$ cat config.mk
export PLATFORM = sky130hd
export DESIGN_NAME = sadc_if_ctrl
export DESIGN_NICKNAME = d
export VERILOG_FILES = /design/src/rtl/sadc_pkg.sv /design/src/rtl/sadc_sync.sv /design/src/rtl/sadc_lat_timer.sv /design/src/rtl/sadc_if_ctrl.sv
export SDC_FILE = /design/constraint.sdc
export NUM_CORES = 1
export LEC_CHECK = 0
export BUFFER_PORTS_ARGS = -buffer_cell sky130_fd_sc_hd__buf_4
export CAP_MARGIN = 0
export CORE_ASPECT_RATIO = 0.5
export CORE_MARGIN = 10
export CORE_UTILIZATION = 59
export DETAILED_ROUTE_END_ITERATION = 10
export PLACE_DENSITY = 0.79
export SLEW_MARGIN = 20
export SYNTH_ARGS = -nofsm -noshare
export SYNTH_HDL_FRONTEND = slang
export SYNTH_SLANG_ARGS = --single-unit
$ cat constraint.sdc
create_clock -name clk -period 3.4 [get_ports clk]
set_clock_uncertainty 0.05 [all_clocks]
set_input_delay 0.34 -clock clk [delete_from_list [all_inputs] [get_ports clk]]
set_output_delay 0.34 -clock clk [all_outputs]
set_load 0.03 [all_outputs]
$ cat src/rtl/sadc_pkg.sv
package sadc_pkg;

    // Controller phases
    typedef enum logic [2:0] {
        ST_SHDN,      // deselected, output off
        ST_EXT,       // host clock paces conversion and frame
        ST_INT_WAIT,  // internal pacing, waiting for sampling fall
        ST_INT_CONV,  // internal conversion running
        ST_INT_READ   // internal result being shifted out
    } ctrl_st_e;

    // Bit positions in the synchronized input vector
    localparam int SYNC_SCLK = 0;
    localparam int SYNC_CS   = 1;
    localparam int SYNC_W    = 2;

endpackage

$ cat src/rtl/sadc_sync.sv
module sadc_sync #(
    parameter int              WIDTH   = 2,
    parameter int              STAGES  = 2,
    parameter logic [WIDTH-1:0] RST_VAL = '0
) (
    input  logic             clk,
    input  logic             rst_n,
    input  logic [WIDTH-1:0] async_i,
    output logic [WIDTH-1:0] lvl_o,   // synchronized level
    output logic [WIDTH-1:0] prev_o   // level one cycle earlier
);

    typedef struct packed {
        logic [STAGES-1:0][WIDTH-1:0] chain;
        logic [WIDTH-1:0]             prev;
    } sync_t;

    sync_t s_d, s_q;

    always_comb begin
        s_d = s_q;
        s_d.chain[0] = async_i;
        for (int i = 1; i < STAGES; i++) begin
            s_d.chain[i] = s_q.chain[i-1];
        end
        s_d.prev = s_q.chain[STAGES-1];
    end

    always_ff @(posedge clk or negedge rst_n) begin
        if (!rst_n) begin
            s_q.chain <= {STAGES{RST_VAL}};
            s_q.prev  <= RST_VAL;
        end else begin
            s_q <= s_d;
        end
    end

    genvar g;
    generate
        for (g = 0; g < WIDTH; g++) begin : g_bit
            assign lvl_o[g]  = s_q.chain[STAGES-1][g];
            assign prev_o[g] = s_q.prev[g];
        end
    endgenerate

endmodule

$ cat src/rtl/sadc_lat_timer.sv
module sadc_lat_timer #(
    parameter int CONV_LAT = 40
) (
    input  logic clk,
    input  logic rst_n,
    input  logic start_i,
    input  logic clear_i,
    output logic done_o
);

    localparam int CNT_W = $clog2(CONV_LAT + 1);

    typedef struct packed {
        logic             run;
        logic [CNT_W-1:0] cnt;
    } tmr_t;

    tmr_t t_d, t_q;

    always_comb begin
        t_d    = t_q;
        done_o = 1'b0;
        if (clear_i) begin
            t_d.run = 1'b0;
            t_d.cnt = '0;
        end else if (start_i) begin
            t_d.run = 1'b1;
            t_d.cnt = CNT_W'(CONV_LAT);
        end else if (t_q.run) begin
            if (t_q.cnt == CNT_W'(1)) begin
                done_o  = 1'b1;
                t_d.run = 1'b0;
                t_d.cnt = '0;
            end else begin
                t_d.cnt = t_q.cnt - CNT_W'(1);
            end
        end
    end

    always_ff @(posedge clk or negedge rst_n) begin
        if (!rst_n) begin
            t_q <= '0;
        end else begin
            t_q <= t_d;
        end
    end

endmodule

$ cat src/rtl/sadc_if_ctrl.sv
module sadc_if_ctrl
    import sadc_pkg::*;
#(
    parameter int DATA_W      = 12,
    parameter int LEAD_ONES   = 3,
    parameter int CONV_LAT    = 40,
    parameter int SYNC_STAGES = 2
) (
    input  logic              clk,
    input  logic              rst_n,
    input  logic              cs_n_i,
    input  logic              sclk_i,
    input  logic              pdiff_i,
    input  logic [DATA_W-1:0] conv_data_i,
    output logic              conv_start_o,
    output logic              conv_ch_o,
    output logic              sdo_o,
    output logic              sdo_oe_o
);

    localparam int FRAME_W     = LEAD_ONES + 1 + DATA_W;
    localparam int CHID_POS    = LEAD_ONES + 1;
    localparam int IDX_MAX     = FRAME_W + 1;
    localparam int IDX_W       = $clog2(IDX_MAX + 1);
    localparam int DIDX_W      = $clog2(DATA_W);
    localparam int SAMPLE_EDGE = 2;

    typedef struct packed {
        ctrl_st_e          st;
        logic [IDX_W-1:0]  idx;
        logic              dout;
        logic              oe;
        logic              chan;
        logic [DATA_W-1:0] data;
        logic              start;
    } regs_t;

    regs_t r_d, r_q;

    // Input synchronization and edge detection
    logic [SYNC_W-1:0] in_lvl, in_prev;
    logic cs_fall, cs_rise, sclk_fall, sclk_lvl;

    sadc_sync #(
        .WIDTH   (SYNC_W),
        .STAGES  (SYNC_STAGES),
        .RST_VAL (SYNC_W'(1) << SYNC_CS)
    ) u_sync (
        .clk     (clk),
        .rst_n   (rst_n),
        .async_i ({cs_n_i, sclk_i}),
        .lvl_o   (in_lvl),
        .prev_o  (in_prev)
    );

    assign cs_fall   = !in_lvl[SYNC_CS] &&  in_prev[SYNC_CS];
    assign cs_rise   =  in_lvl[SYNC_CS] && !in_prev[SYNC_CS];
    assign sclk_fall = !in_lvl[SYNC_SCLK] && in_prev[SYNC_SCLK];
    assign sclk_lvl  =  in_lvl[SYNC_SCLK];

    // Internal conversion delay
    logic tmr_start, tmr_done;

    sadc_lat_timer #(
        .CONV_LAT (CONV_LAT)
    ) u_timer (
        .clk     (clk),
        .rst_n   (rst_n),
        .start_i (tmr_start),
        .clear_i (cs_rise),
        .done_o  (tmr_done)
    );

    // Frame bit k (1-based); 0 outside the frame
    function automatic logic frame_bit(input logic [IDX_W-1:0] k,
                                       input logic chid,
                                       input logic [DATA_W-1:0] word);
        logic b;
        int   ki;
        ki = int'(k);
        b  = 1'b0;
        if (ki >= 1 && ki <= LEAD_ONES) begin
            b = 1'b1;
        end else if (ki == CHID_POS) begin
            b = chid;
        end else if (ki > CHID_POS && ki <= FRAME_W) begin
            b = word[DIDX_W'(FRAME_W - ki)];
        end
        return b;
    endfunction

    logic             chid;
    logic [IDX_W-1:0] idx_next;

    always_comb begin
        chid     = pdiff_i ? 1'b1 : r_q.chan;
        idx_next = (r_q.idx == IDX_W'(IDX_MAX)) ? r_q.idx : r_q.idx + IDX_W'(1);
    end

    always_comb begin
        r_d       = r_q;
        r_d.start = 1'b0;
        tmr_start = 1'b0;

        if (cs_rise) begin
            r_d.st   = ST_SHDN;
            r_d.oe   = 1'b0;
            r_d.dout = 1'b0;
            r_d.idx  = '0;
            r_d.chan = ~r_q.chan;
        end else begin
            unique case (r_q.st)
                ST_SHDN: begin
                    if (cs_fall) begin
                        r_d.oe   = 1'b1;
                        r_d.dout = 1'b0;
                        r_d.idx  = '0;
                        r_d.st   = sclk_lvl ? ST_INT_WAIT : ST_EXT;
                    end
                end
                ST_EXT: begin
                    if (sclk_fall) begin
                        r_d.idx = idx_next;
                        if (idx_next == IDX_W'(SAMPLE_EDGE)) begin
                            r_d.start = 1'b1;
                            r_d.data  = conv_data_i;
                        end
                        r_d.dout = frame_bit(idx_next, chid, r_d.data);
                    end
                end
                ST_INT_WAIT: begin
                    if (sclk_fall) begin
                        r_d.start = 1'b1;
                        tmr_start = 1'b1;
                        r_d.st    = ST_INT_CONV;
                    end
                end
                ST_INT_CONV: begin
                    if (tmr_done) begin
                        r_d.data = conv_data_i;
                        r_d.idx  = IDX_W'(1);
                        r_d.dout = frame_bit(IDX_W'(1), chid, conv_data_i);
                        r_d.st   = ST_INT_READ;
                    end
                end
                ST_INT_READ: begin
                    if (sclk_fall) begin
                        r_d.idx  = idx_next;
                        r_d.dout = frame_bit(idx_next, chid, r_q.data);
                    end
                end
                default: r_d.st = ST_SHDN;
            endcase
        end
    end

    always_ff @(posedge clk or negedge rst_n) begin
        if (!rst_n) begin
            r_q    <= '0;
            r_q.st <= ST_SHDN;
        end else begin
            r_q <= r_d;
        end
    end

    assign conv_start_o = r_q.start;
    assign conv_ch_o    = pdiff_i ? 1'b0 : r_q.chan;
    assign sdo_o        = r_q.dout;
    assign sdo_oe_o     = r_q.oe;

endmodule

==> results of run 1 <==
cells by family (layout without fill, tap and decap cells):
logic type	count (synthesis)	in the layout	synth area share [%]
mux	23	23	13.71
flops	37	37	38.74
buf+inv	25	49	4.484
fa+ha+maj	9	9	4.588
simple gates	85	85	18.35
xor+xnor	8	8	3.702
compound gates	54	54	16.42
layout make-up:
| type | instances | area, um2 | share of cell area [%] |
|---|---|---|---|
| Multi-Input combinational cell | 179 | 1363 | 50.14 |
| Sequential cell | 37 | 929.6 | 34.21 |
| Timing Repair Buffer | 29 | 220.2 | 8.103 |
| Clock buffer | 5 | 68.82 | 2.532 |
| Tap cell | 54 | 67.56 | 2.486 |
| Inverter | 12 | 47.55 | 1.750 |
| Clock inverter | 3 | 21.27 | 0.7827 |
final timing paths:
kind                                    start               to  slack [ns]  cells past startpoint
max in group asynchronous               rst_n    u_sync.s_d[5]        2.46                      2
worst min register to register  u_sync.s_d[5]  u_sync.lvl_o[1]        0.31                      0
worst max register to register        r_q[20]            sdo_o        0.28                      8
worst max-delay path                  r_q[20]            sdo_o        0.28                      8
min in group asynchronous               rst_n   u_timer.t_q[5]        0.49                      2
worst min-delay path                   sclk_i    u_sync.s_d[4]        0.09                      1
stage by stage:
step                      hold slack [ns]  total power, mW  area, um2  utilization (%)  setup slack [ns]
final                             0.08794            1.999       2718            69.62            0.2817
after global routing              0.06608            2.155       2718            69.62           0.08001
after CTS                         0.08105            2.003       2718            69.62            0.2861
after detailed placement           0.2853            1.672       2618            67.05            0.3357
after global placement             0.2717            1.622       2618            67.05            0.4300
after floorplan                 -0.005591            1.438       2400                -            0.4909
synthesized netlist by cell type (2+ instances only):
master | number | area, um2
o41ai_1 | 2 | 17.52
clkbuf_1 | 6 | 22.52
dfrtp_1 | 34 | 850.8
buf_2 | 6 | 30.03
xor2_1 | 2 | 17.52
a21oi_1 | 11 | 55.05
inv_1 | 11 | 41.29
o2111ai_1 | 2 | 17.52
nor3_1 | 7 | 35.03
nand2_1 | 23 | 86.33
a31oi_1 | 4 | 25.02
o21ai_0 | 11 | 55.05
nor4_1 | 4 | 25.02
xnor2_1 | 5 | 43.79
mux2_2 | 16 | 180.2
or3_1 | 3 | 18.77
dfstp_2 | 3 | 78.83
o22ai_1 | 2 | 12.51
nand3_1 | 6 | 30.03
a21boi_0 | 2 | 15.01
ha_1 | 8 | 100.1
nor2_1 | 20 | 75.07
nand2b_1 | 8 | 50.05
and4_2 | 2 | 20.02
a2111oi_0 | 3 | 26.28
mux4_2 | 5 | 112.6
and3_1 | 2 | 12.51
a311o_1 | 2 | 20.02
o31a_1 | 2 | 17.52
routing by layer:
| layer | up-vias | GRT usage (%) |
|---|---|---|
| met4 | 0 | 5.255 |
| li1 | 931 | - |
| met1 | 925 | 21.76 |
| met2 | 67 | 25.59 |
| met5 | - | 0 |
| met3 | 9 | 6.226 |
state kept, by name, indices dropped and copies added, names as in the netlist:
name	flops
conv_start_o	1
r_q	21
sdo_o	1
sdo_oe_o	1
u_sync.lvl_o	2
u_sync.prev_o	2
u_sync.s_d	2
u_timer.t_q	7
worst reg2reg max path: cells and delay by family (launching register included):
family                   cells  cell delay (ns)
AO/OA/AOI/OAI                4             0.71
adder cells (fa/ha/maj)      1             0.61
flip-flops                   1             0.56
multiplexers                 1             0.56
AND/OR/NAND/NOR              2             0.51
power groups by stage:
stage	Sequential, mW	Clock, mW	Combinational [mW]
floorplan	0.687	0	0.751
global placement	0.726	0	0.895
detailed placement	0.734	0	0.937
CTS	0.730	0.332	0.941
global route	0.758	0.350	1.05
finish	0.736	0.325	0.938
==> impl_metrics.py, run 1 <==
metrics = {
    "timing": {
        "worst_slew_pin_slew_ns": 0.7036,
        "fin_crit_sh_pct": 91.71,
        "layout_min_cycle_time_ns": 3.118,
        "hold_viol_final": 0,
        "max_freq_mhz": 320.7,
        "slew_violations": 0,
        "setup_viol": 0,
        "rsz0062_at_grt": "false",
        "relSlewSlack_pct": 52.74,
        "tns_ns": 0,
    },
    "route": {
        "postRouteAntennaNets": 0,
        "wl_um": 5548,
        "post_drt_wl_per_cell_um": 17.39,
        "wl_met3_um": 432,
        "drt_iter0_drc": 194,
        "vias": 1932,
        "wl_met1_um": 2420,
        "dr_wl_met2_um": 2619,
        "dr.max_layer_used": "met4",
        "route.detailed.drc": 0,
        "firstDrtPassIters": 4,
        "vias_per_cell": 6.056,
    },
    "cts": {
        "cts_inserted_buffers": 5,
        "ctsHtreeMaxLevel": 2,
        "cts_root_buf": "clkbuf_8",
        "cts-resized-gates": 0,
        "insertion_delay_ns": 0.30,
        "holdBufCountCts": 1,
        "clockBufferDepth": 2,
        "cts.reportedPaths.clkPinSlew_ns": 0.08,
        "cts_tree": "yes",
        "clock_sinks": 37,
        "postCtsSetupBuffers": 0,
    },
    "cells_and_area": {
        "nFillCells": 308,
        "layout_commonest_cell": "dfrtp_1",
        "instances_no_fill": 319,
        "drive_above_1_share_pct": 27.55,
        "final_cell_mix": "dfrtp_1, buf_4, nand2_1",
        "diodes": 0,
        "area_growth_syn_to_layout_pct": 13.24,
        "nNetsFinal": 289,
    },
    "synth": {
        "syn_inst": 241,
        "synth-edff-count": 0,
        "ys_ff_latch": 37,
        "yosysUniqueCellTypes": 58,
        "async_flop_share_pct": 100.0,
        "yosysWarningCount": 0,
        "synth_top_flop_cell": "dfrtp_1",
        "ys_seq_area_share_pct": 38.74,
        "syn_avg_cell_area_um2": 9.958,
        "syn_nets": 266,
        "synth_area_um2": 2400,
    },
    "pwr": {
        "power.switching_mw": 0.8207,
        "comb_power_share_pct": 46.9,
        "p_per_area_nw_per_um2": 735.6,
        "switching_share_pct": 41.06,
        "p_seq_share_pct": 36.8,
        "irDropWorstVdd_mv": 0.4985,
        "p_int_mw": 1.178,
        "clock_power_share_pct": 16.3,
        "power_leakage_nw": 1.185,
    },
    "hold_path": {
        "hp-class": "input port to flop",
    },
    "setup_path": {
        "cp.required_ns": 3.54,
        "critPathCaptureType": "flop",
        "start_kind": "flop",
        "timing_worst_setup_path_type": "flop to flop",
        "slowest_delay_ns": 0.61,
        "cp_max_fo": 15,
        "crit_arrival_ns": 3.25,
        "crit_path_top_delay_cell": "ha_1",
        "path_cells": "nand4bb_1 > nand2_1 > o21ai_0 > ha_1 > mux4_2 > a31o_2 > o2111ai_1 > o31ai_2",
        "path_buf_inv": 0,
        "cpLargestDelayFamily": "compound AO/OA/AOI/OAI gates",
    },
    "global_route": {
        "gr-usage-all-layers_pct": 16.79,
        "antenna_found_initial": 0,
        "grt_start_max_net_pins": 38,
        "grt_pass1_wl_um": 9501,
        "overflow": 0,
        "grt_pass1_vias": 1939,
    },
    "floorplan": {
        "coreArea_um2": 3904,
        "num_rows": 16,
        "dieArea_um2": 7173,
        "die_w_um": 110.2,
        "io_pins": 21,
        "die_y_um": 65.10,
        "initial_utilization_pct": 61.47,
    },
    "placement": {
        "place_inst": 310,
        "place.gp.congestion": 0.9458,
        "io_buffers": 20,
        "place_hpwl_um": 4126,
    },
    "status": {
        "status": "complete, no violations",
    },
    "flow_run": {
        "maxCapViolCount": 0,
    },
}
Power figures use the tool's default switching activity.
==> inputs of run 2 (changes only) <==
--- a/config.mk
+++ b/config.mk
@@ -11,7 +11,7 @@
 export CORE_MARGIN = 10
 export CORE_UTILIZATION = 59
 export DETAILED_ROUTE_END_ITERATION = 10
-export PLACE_DENSITY = 0.79
+export PLACE_DENSITY = 0.75
 export SLEW_MARGIN = 20
 export SYNTH_ARGS = -nofsm -noshare
 export SYNTH_HDL_FRONTEND = slang
==> run 2 against run 1 <==
  * First-iteration DRC count down 14%
  * Via count is 1.3% higher
  * Cell count increased by 0.63%
  * Sequential share of layout area shrank 0.31 points
  * Power up 1.0%
  * Highest routed layer unchanged
  * Non-clock buffer count is 1 higher
  * Clock power about the same
==> impl_metrics.py, run 2 (synthesis gave the netlist of run 1 again) <==
metrics = {
    "cts": {
        "clockBufferDepth": 2,
        "cts_root_buf": "clkbuf_8",
        "clock_sinks": 37,
        "insertion_delay_ns": 0.30,
        "cts_tree": "yes",
        "ctsHtreeMaxLevel": 2,
        "cts_inserted_buffers": 5,
        "cts.reportedPaths.clkPinSlew_ns": 0.08,
    },
    "cells_and_area": {
        "diodes": 0,
        "area_growth_syn_to_layout_pct": 14.44,
        "regMostFlops": "r_q",
        "drive_above_1_share_pct": 28.46,
        "nNetsFinal": 291,
        "nFillCells": 294,
        "layout_commonest_cell": "dfrtp_1",
        "final_cell_mix": "dfrtp_1, buf_4, nand2_1",
        "largest_reg_flops": 21,
        "stdcell_area_um2": 2746,
        "top_regs": "r_q x21, u_timer.t_q x7",
        "instances_no_fill": 321,
    },
    "global_route": {
        "antenna_found_initial": 0,
        "grt_pass1_vias": 1877,
        "grt_start_max_net_pins": 38,
        "overflow": 0,
        "gr-usage-all-layers_pct": 15.23,
        "grt_pass1_wl_um": 8845,
    },
    "floorplan": {
        "die_y_um": 65.10,
        "num_rows": 16,
        "coreArea_um2": 3904,
        "die_w_um": 110.2,
        "dieArea_um2": 7173,
        "io_pins": 21,
        "initial_utilization_pct": 61.47,
    },
    "timing": {
        "relSlewSlack_pct": 54.06,
        "fin_crit_sh_pct": 92.24,
        "max_freq_mhz": 318.9,
        "setup_viol": 0,
        "worst_slew_pin_slew_ns": 0.6838,
        "hold_viol_final": 0,
        "tns_ns": 0,
        "slew_violations": 0,
        "finalWorstSetupSlack_ns": 0.2638,
        "rsz0062_at_grt": "false",
        "layout_min_cycle_time_ns": 3.136,
    },
    "pwr": {
        "p_total_mw": 2.020,
        "p_per_area_nw_per_um2": 735.4,
        "irDropWorstVdd_mv": 0.3949,
        "power_leakage_nw": 1.197,
    },
    "placement": {
        "place.gp.congestion": 0.9126,
        "place_hpwl_um": 3887,
        "place_ws_ns": 0.1332,
        "placed_cell_area_um2": 2625,
        "io_buffers": 20,
        "place_inst": 311,
    },
    "setup_path": {
        "critPathCaptureType": "flop",
        "crit_arrival_ns": 3.27,
        "rr_worst_depth": 11,
        "cp_max_fo": 12,
        "cpLargestDelayFamily": "compound AO/OA/AOI/OAI gates",
        "r2r_end": "r_q[5]",
        "worstSetupPathDepth": 11,
        "start_kind": "flop",
        "slowest_delay_ns": 0.48,
        "path_cells": "ha_1 > nand4bb_1 > xnor2_4 > inv_4 > ha_1 > inv_1 > o32ai_2 > a22oi_1 > nor2_1 > buf_4 > mux2_2",
        "timing_worst_setup_path_type": "flop to flop",
        "r2r_start": "r_q[16]",
        "crit_path_top_delay_cell": "dfrtp_2",
        "crit_top_cell": "ha_1",
        "r2r_slack_ns": 0.26,
        "path_buf_inv": 3,
        "cp.required_ns": 3.53,
    },
    "route": {
        "postRouteAntennaNets": 0,
        "vias_per_cell": 6.097,
        "post_drt_wl_per_cell_um": 16.69,
        "vias": 1957,
        "drt_iter0_drc": 166,
        "wl_um": 5356,
        "route.detailed.drc": 0,
        "firstDrtPassIters": 4,
    },
    "status": {
        "status": "complete, no violations",
    },
    "flow_run": {
        "maxCapViolCount": 0,
    },
    "hold_path": {
        "hold_path_startpoint": "cs_n_i",
        "hp-class": "input port to flop",
        "hold_path_depth": 1,
        "hold-path-endpoint": "u_sync.s_d[5]",
    },
}
-- run 2: cell count changes in the layout (fill, tap and decap cells not counted), sizes merged --
cell / delta
buf: +1
o32ai: +1
-- run 2: timing repair --
item                                   in CTS  in global routing
setup endpoints to repair                   0                 13
hold buffers                                1                  0
buffers inserted                            0                  0
endpoints found under the hold margin      34                  0
resized for setup                           0                  1
-- run 2: worst reg2reg max path: stages, from the launching register on --
cell,delay (ns)
dfrtp_2,0.48
ha_1,0.20
nand4bb_1,0.33
xnor2_4,0.29
inv_4,0.13
ha_1,0.18
inv_1,0.10
o32ai_2,0.43
a22oi_1,0.14
nor2_1,0.13
buf_4,0.21
mux2_2,0.35
-- run 2: layer usage --
layer	vias to the layer above	share of wire [%]	GRT usage, %	routed length [um]
li1	941	-	-	-
met1	961	46	20.42	2455
met2	48	47	23.38	2539
met3	7	5.7	4.183	306
met4	0	1.0	4.936	55
met5	-	0	0	0
-- run 2: worst max-delay path by stage --
| stage | startpoint | end | slack (ns) |
|---|---|---|---|
| after floorplan | r_q[16] | r_q[10] | 0.49 |
| after global placement | r_q[16] | sdo_o | 0.27 |
| after detailed placement | r_q[16] | sdo_o | 0.13 |
| after CTS | r_q[16] | sdo_o | 0.10 |
| after global routing | r_q[16] | r_q[9] | 0.02 |
| final | r_q[16] | r_q[5] | 0.26 |
-- run 2: area by class of cell --
class                           count  area [um2]  share of cell area [%]
Inverter                           12       47.55                   1.731
Clock inverter                      3       25.02                  0.9112
Multi-Input combinational cell    180        1379                   50.20
Timing Repair Buffer               30       227.7                   8.292
Clock buffer                        5       68.82                   2.506
Tap cell                           54       67.56                   2.460
Sequential cell                    37       930.9                   33.90
-- run 2: power breakdown --
part | internal [mW] | switching, mW
clock network | 0.148 | 0.175
registers | 0.577 | 0.162
logic | 0.473 | 0.484
total | 1.20 | 0.821
-- run 2: stage by stage --
| step | utilization (%) | hold WS, ns |
|---|---|---|
| 2_1_floorplan | - | -0.005591 |
| 3_3_place_gp | 67.24 | 0.2733 |
| 3_5_place_dp | 67.24 | 0.2828 |
| 4_1_cts | 69.90 | 0.08453 |
| 5_1_grt | 70.35 | 0.08133 |
| 6_report | 70.35 | 0.09035 |
==> inputs of run 3 (changes only) <==
--- a/config.mk
+++ b/config.mk
@@ -9,10 +9,11 @@
 export CAP_MARGIN = 0
 export CORE_ASPECT_RATIO = 0.5
 export CORE_MARGIN = 10
-export CORE_UTILIZATION = 59
+export CORE_UTILIZATION = 60
 export DETAILED_ROUTE_END_ITERATION = 10
-export PLACE_DENSITY = 0.75
+export PLACE_DENSITY = 0.76
 export SLEW_MARGIN = 20
 export SYNTH_ARGS = -nofsm -noshare
 export SYNTH_HDL_FRONTEND = slang
+export SYNTH_HIERARCHICAL = 1
 export SYNTH_SLANG_ARGS = --single-unit
==> constraint.sdc (replaced) <==
create_clock -name clk -period 3 [get_ports clk]
set_clock_uncertainty 0.05 [all_clocks]
set_input_delay 0.3 -clock clk [delete_from_list [all_inputs] [get_ports clk]]
set_output_delay 0.3 -clock clk [all_outputs]
set_load 0.03 [all_outputs]
==> run 3 against run 2 <==
  * Critical path depth up 2
  * Power up 16%
  * Hold slack worse by 0.034 ns
  * The flow now finishes with violations (negative setup slack)
  * Clock power up 9.3%
  * Highest routed layer unchanged
==> impl_metrics.py, run 3 <==
metrics = {
    "pwr": {
        "p_per_area_nw_per_um2": 730.2,
        "power_leakage_nw": 1.423,
        "irDropWorstVdd_mv": 0.4876,
    },
    "cts": {
        "cts_inserted_buffers": 5,
        "ctsHtreeMaxLevel": 2,
        "cts_root_buf": "clkbuf_8",
        "cts_tree": "yes",
        "clockBufferDepth": 2,
        "cts.reportedPaths.clkPinSlew_ns": 0.08,
        "insertion_delay_ns": 0.29,
        "clock_sinks": 37,
    },
    "route": {
        "vias_per_cell": 6.328,
        "postRouteAntennaNets": 0,
        "route.detailed.drc": 0,
        "drt_iter0_drc": 179,
        "wl_um": 6765,
        "firstDrtPassIters": 5,
        "vias": 2335,
        "post_drt_wl_per_cell_um": 18.33,
    },
    "timing": {
        "rsz0062_at_grt": "true",
        "finalWorstSetupSlack_ns": -0.03699,
        "slew_violations": 0,
        "hold_viol_final": 0,
        "tns_ns": -0.03699,
        "setup_viol": 1,
        "fin_crit_sh_pct": 101.2,
        "layout_min_cycle_time_ns": 3.037,
        "relSlewSlack_pct": 60.30,
        "max_freq_mhz": 329.3,
        "worst_slew_pin_slew_ns": 0.5804,
    },
    "cells_and_area": {
        "final_cell_mix": "buf_4, dfrtp_1, nand2_1",
        "top_regs": "r_q x21, u_timer/t_q x7",
        "area_growth_syn_to_layout_pct": 25.49,
        "drive_above_1_share_pct": 33.97,
        "regMostFlops": "r_q",
        "layout_commonest_cell": "buf_4",
        "largest_reg_flops": 21,
        "fin_util_pct": 80.31,
        "diodes": 0,
        "nFillCells": 254,
        "instances_no_fill": 369,
        "nNetsFinal": 339,
    },
    "floorplan": {
        "coreArea_um2": 4004,
        "io_pins": 21,
        "die_y_um": 66.21,
        "dieArea_um2": 7443,
        "initial_utilization_pct": 64.00,
        "die_w_um": 112.4,
        "num_rows": 16,
    },
    "global_route": {
        "gr-usage-all-layers_pct": 17.91,
        "grt_start_max_net_pins": 38,
        "overflow": 0,
        "grt_pass1_wl_um": 11070,
        "grt_pass1_vias": 2280,
        "antenna_found_initial": 0,
    },
    "hold_path": {
        "hold-path-endpoint": "u_sync/s_d[5]",
        "hold_path_startpoint": "cs_n_i",
        "hp-class": "input port to flop",
        "hold_path_depth": 1,
    },
    "synth": {
        "syn_avg_cell_area_um2": 9.526,
        "synth_top_cell_by_area": "dfrtp_1",
        "synthTopCellsByCount": "dfrtp_1, nand2_1, nor2_1",
        "synth-edff-count": 0,
        "yosysWarningCount": 6,
        "synth_area_um2": 2562,
        "ys_ff_latch": 37,
        "synth.most_common_cell": "dfrtp_1",
        "synth_top_cell_area_share_pct": 33.20,
        "netlist_top_cells_area": "dfrtp_1, mux2_1, mux4_2, ha_1, nor3_1",
        "syn_nets": 294,
        "async_flop_share_pct": 100.0,
        "synth_top_flop_cell": "dfrtp_1",
        "syn_inst": 269,
        "yosysUniqueCellTypes": 69,
        "ys_seq_area_share_pct": 36.28,
    },
    "placement": {
        "place.gp.congestion": 0.8995,
        "io_buffers": 20,
        "place_inst": 354,
        "place_hpwl_um": 4714,
        "place_ws_ns": -0.09892,
    },
    "setup_path": {
        "cp.required_ns": 3.13,
        "timing_worst_setup_path_type": "flop to flop",
        "critPathCaptureType": "flop",
        "slowest_delay_ns": 0.46,
        "r2r_slack_ns": -0.04,
        "r2r_end": "sdo_o",
        "crit_arrival_ns": 3.16,
        "cp_max_fo": 4,
        "start_kind": "flop",
        "cpLargestDelayFamily": "multiplexers",
        "rr_worst_depth": 13,
        "path_buf_inv": 4,
        "r2r_start": "r_q[17]",
        "crit_path_top_delay_cell": "mux4_2",
        "path_cells": "inv_2 > ha_4 > and4bb_2 > mux2_4 > inv_4 > ha_4 > inv_2 > o32a_4 > buf_6 > mux4_2 > nor3b_2 > nor3_2 > a32o_1",
    },
    "status": {
        "status": "finished, violations left",
        "violations": "negative setup slack",
    },
    "flow_run": {
        "maxCapViolCount": 0,
    },
}
-- run 3: cell types whose count changed after synthesis, sizes merged, moves of 3 or more --
| cell | previous run | this run |
|---|---|---|
| a21oi | 12 | 8 |
| xnor2 | 6 | 3 |
| o21ai | 11 | 16 |
| nor4 | 4 | 1 |
| o31ai | 2 | 6 |
| nand2b | 8 | 5 |
| mux2i | 1 | 5 |
| nor3 | 7 | 18 |
| clkbuf | 6 | 9 |
| nor2b | 1 | 4 |
-- run 3: cell families after synthesis --
| family | share of synthesized area [%] |
|---|---|
| AO/OA/AOI/OAI | 19.29 |
| XOR/XNOR | 2.344 |
| adder cells (fa/ha/maj) | 3.906 |
| buffers and inverters | 5.176 |
| flip-flops | 36.28 |
| multiplexers | 12.94 |
| AND/OR/NAND/NOR | 20.07 |
-- run 3: cell type report --
class | count | area, um2 | share of cell area (%)
Multi-Input combinational cell | 202 | 1624 | 50.51
Sequential cell | 37 | 930.9 | 28.95
Timing Repair Buffer | 54 | 451.7 | 14.05
Clock buffer | 5 | 68.82 | 2.140
Tap cell | 54 | 67.56 | 2.101
Inverter | 14 | 55.05 | 1.712
Clock inverter | 3 | 17.52 | 0.5447
-- run 3: worst max-delay path by stage --
stage                 start  slack, ns  endpoint  cells past startpoint
floorplan           r_q[17]      -0.12     sdo_o                     14
global placement    r_q[16]      -0.01     sdo_o                     12
detailed placement  r_q[16]       -0.1     sdo_o                     12
CTS                 r_q[17]     -0.007     sdo_o                     13
global route        r_q[17]      -0.12     sdo_o                     13
finish              r_q[17]      -0.04     sdo_o                     13
-- run 3: per-layer routing --
metal	global-route usage (%)	routed length (um)	vias up
li1	-	-	1092
met1	22.67	2953	1130
met2	30.10	3198	99
met3	4.891	498	14
met5	0	0	-
met4	3.931	114	0
-- run 3: timing repair --
item / CTS / global route
hold buffers: 1 / 0
buffers inserted: 3 / 2
resized for setup: 12 / 8
hold endpoints to repair: 34 / 0
cloned: 1 / 0
endpoints found under the setup margin: 14 / 18
pin swaps: 5 / 2
-- run 3: power breakdown --
| group | total [mW] | internal (mW) | switching, mW | leakage, nW |
|---|---|---|---|---|
| Combinational | 1.24 | 0.590 | 0.651 | 0.898 |
| Clock | 0.353 | 0.161 | 0.192 | 0.0439 |
| Sequential | 0.755 | 0.625 | 0.130 | 0.481 |
-- run 3: per-stage QoR --
stage / hold WS (ns) / cell area, um2 / power (mW)
after global routing: 0.04750 / 3216 / 2.518
final: 0.05630 / 3216 / 2.348
after CTS: 0.05291 / 3171 / 2.278
after detailed placement: 0.2477 / 2985 / 1.899
after global placement: 0.2340 / 2985 / 1.851
after floorplan: -0.04559 / 2645 / 1.542
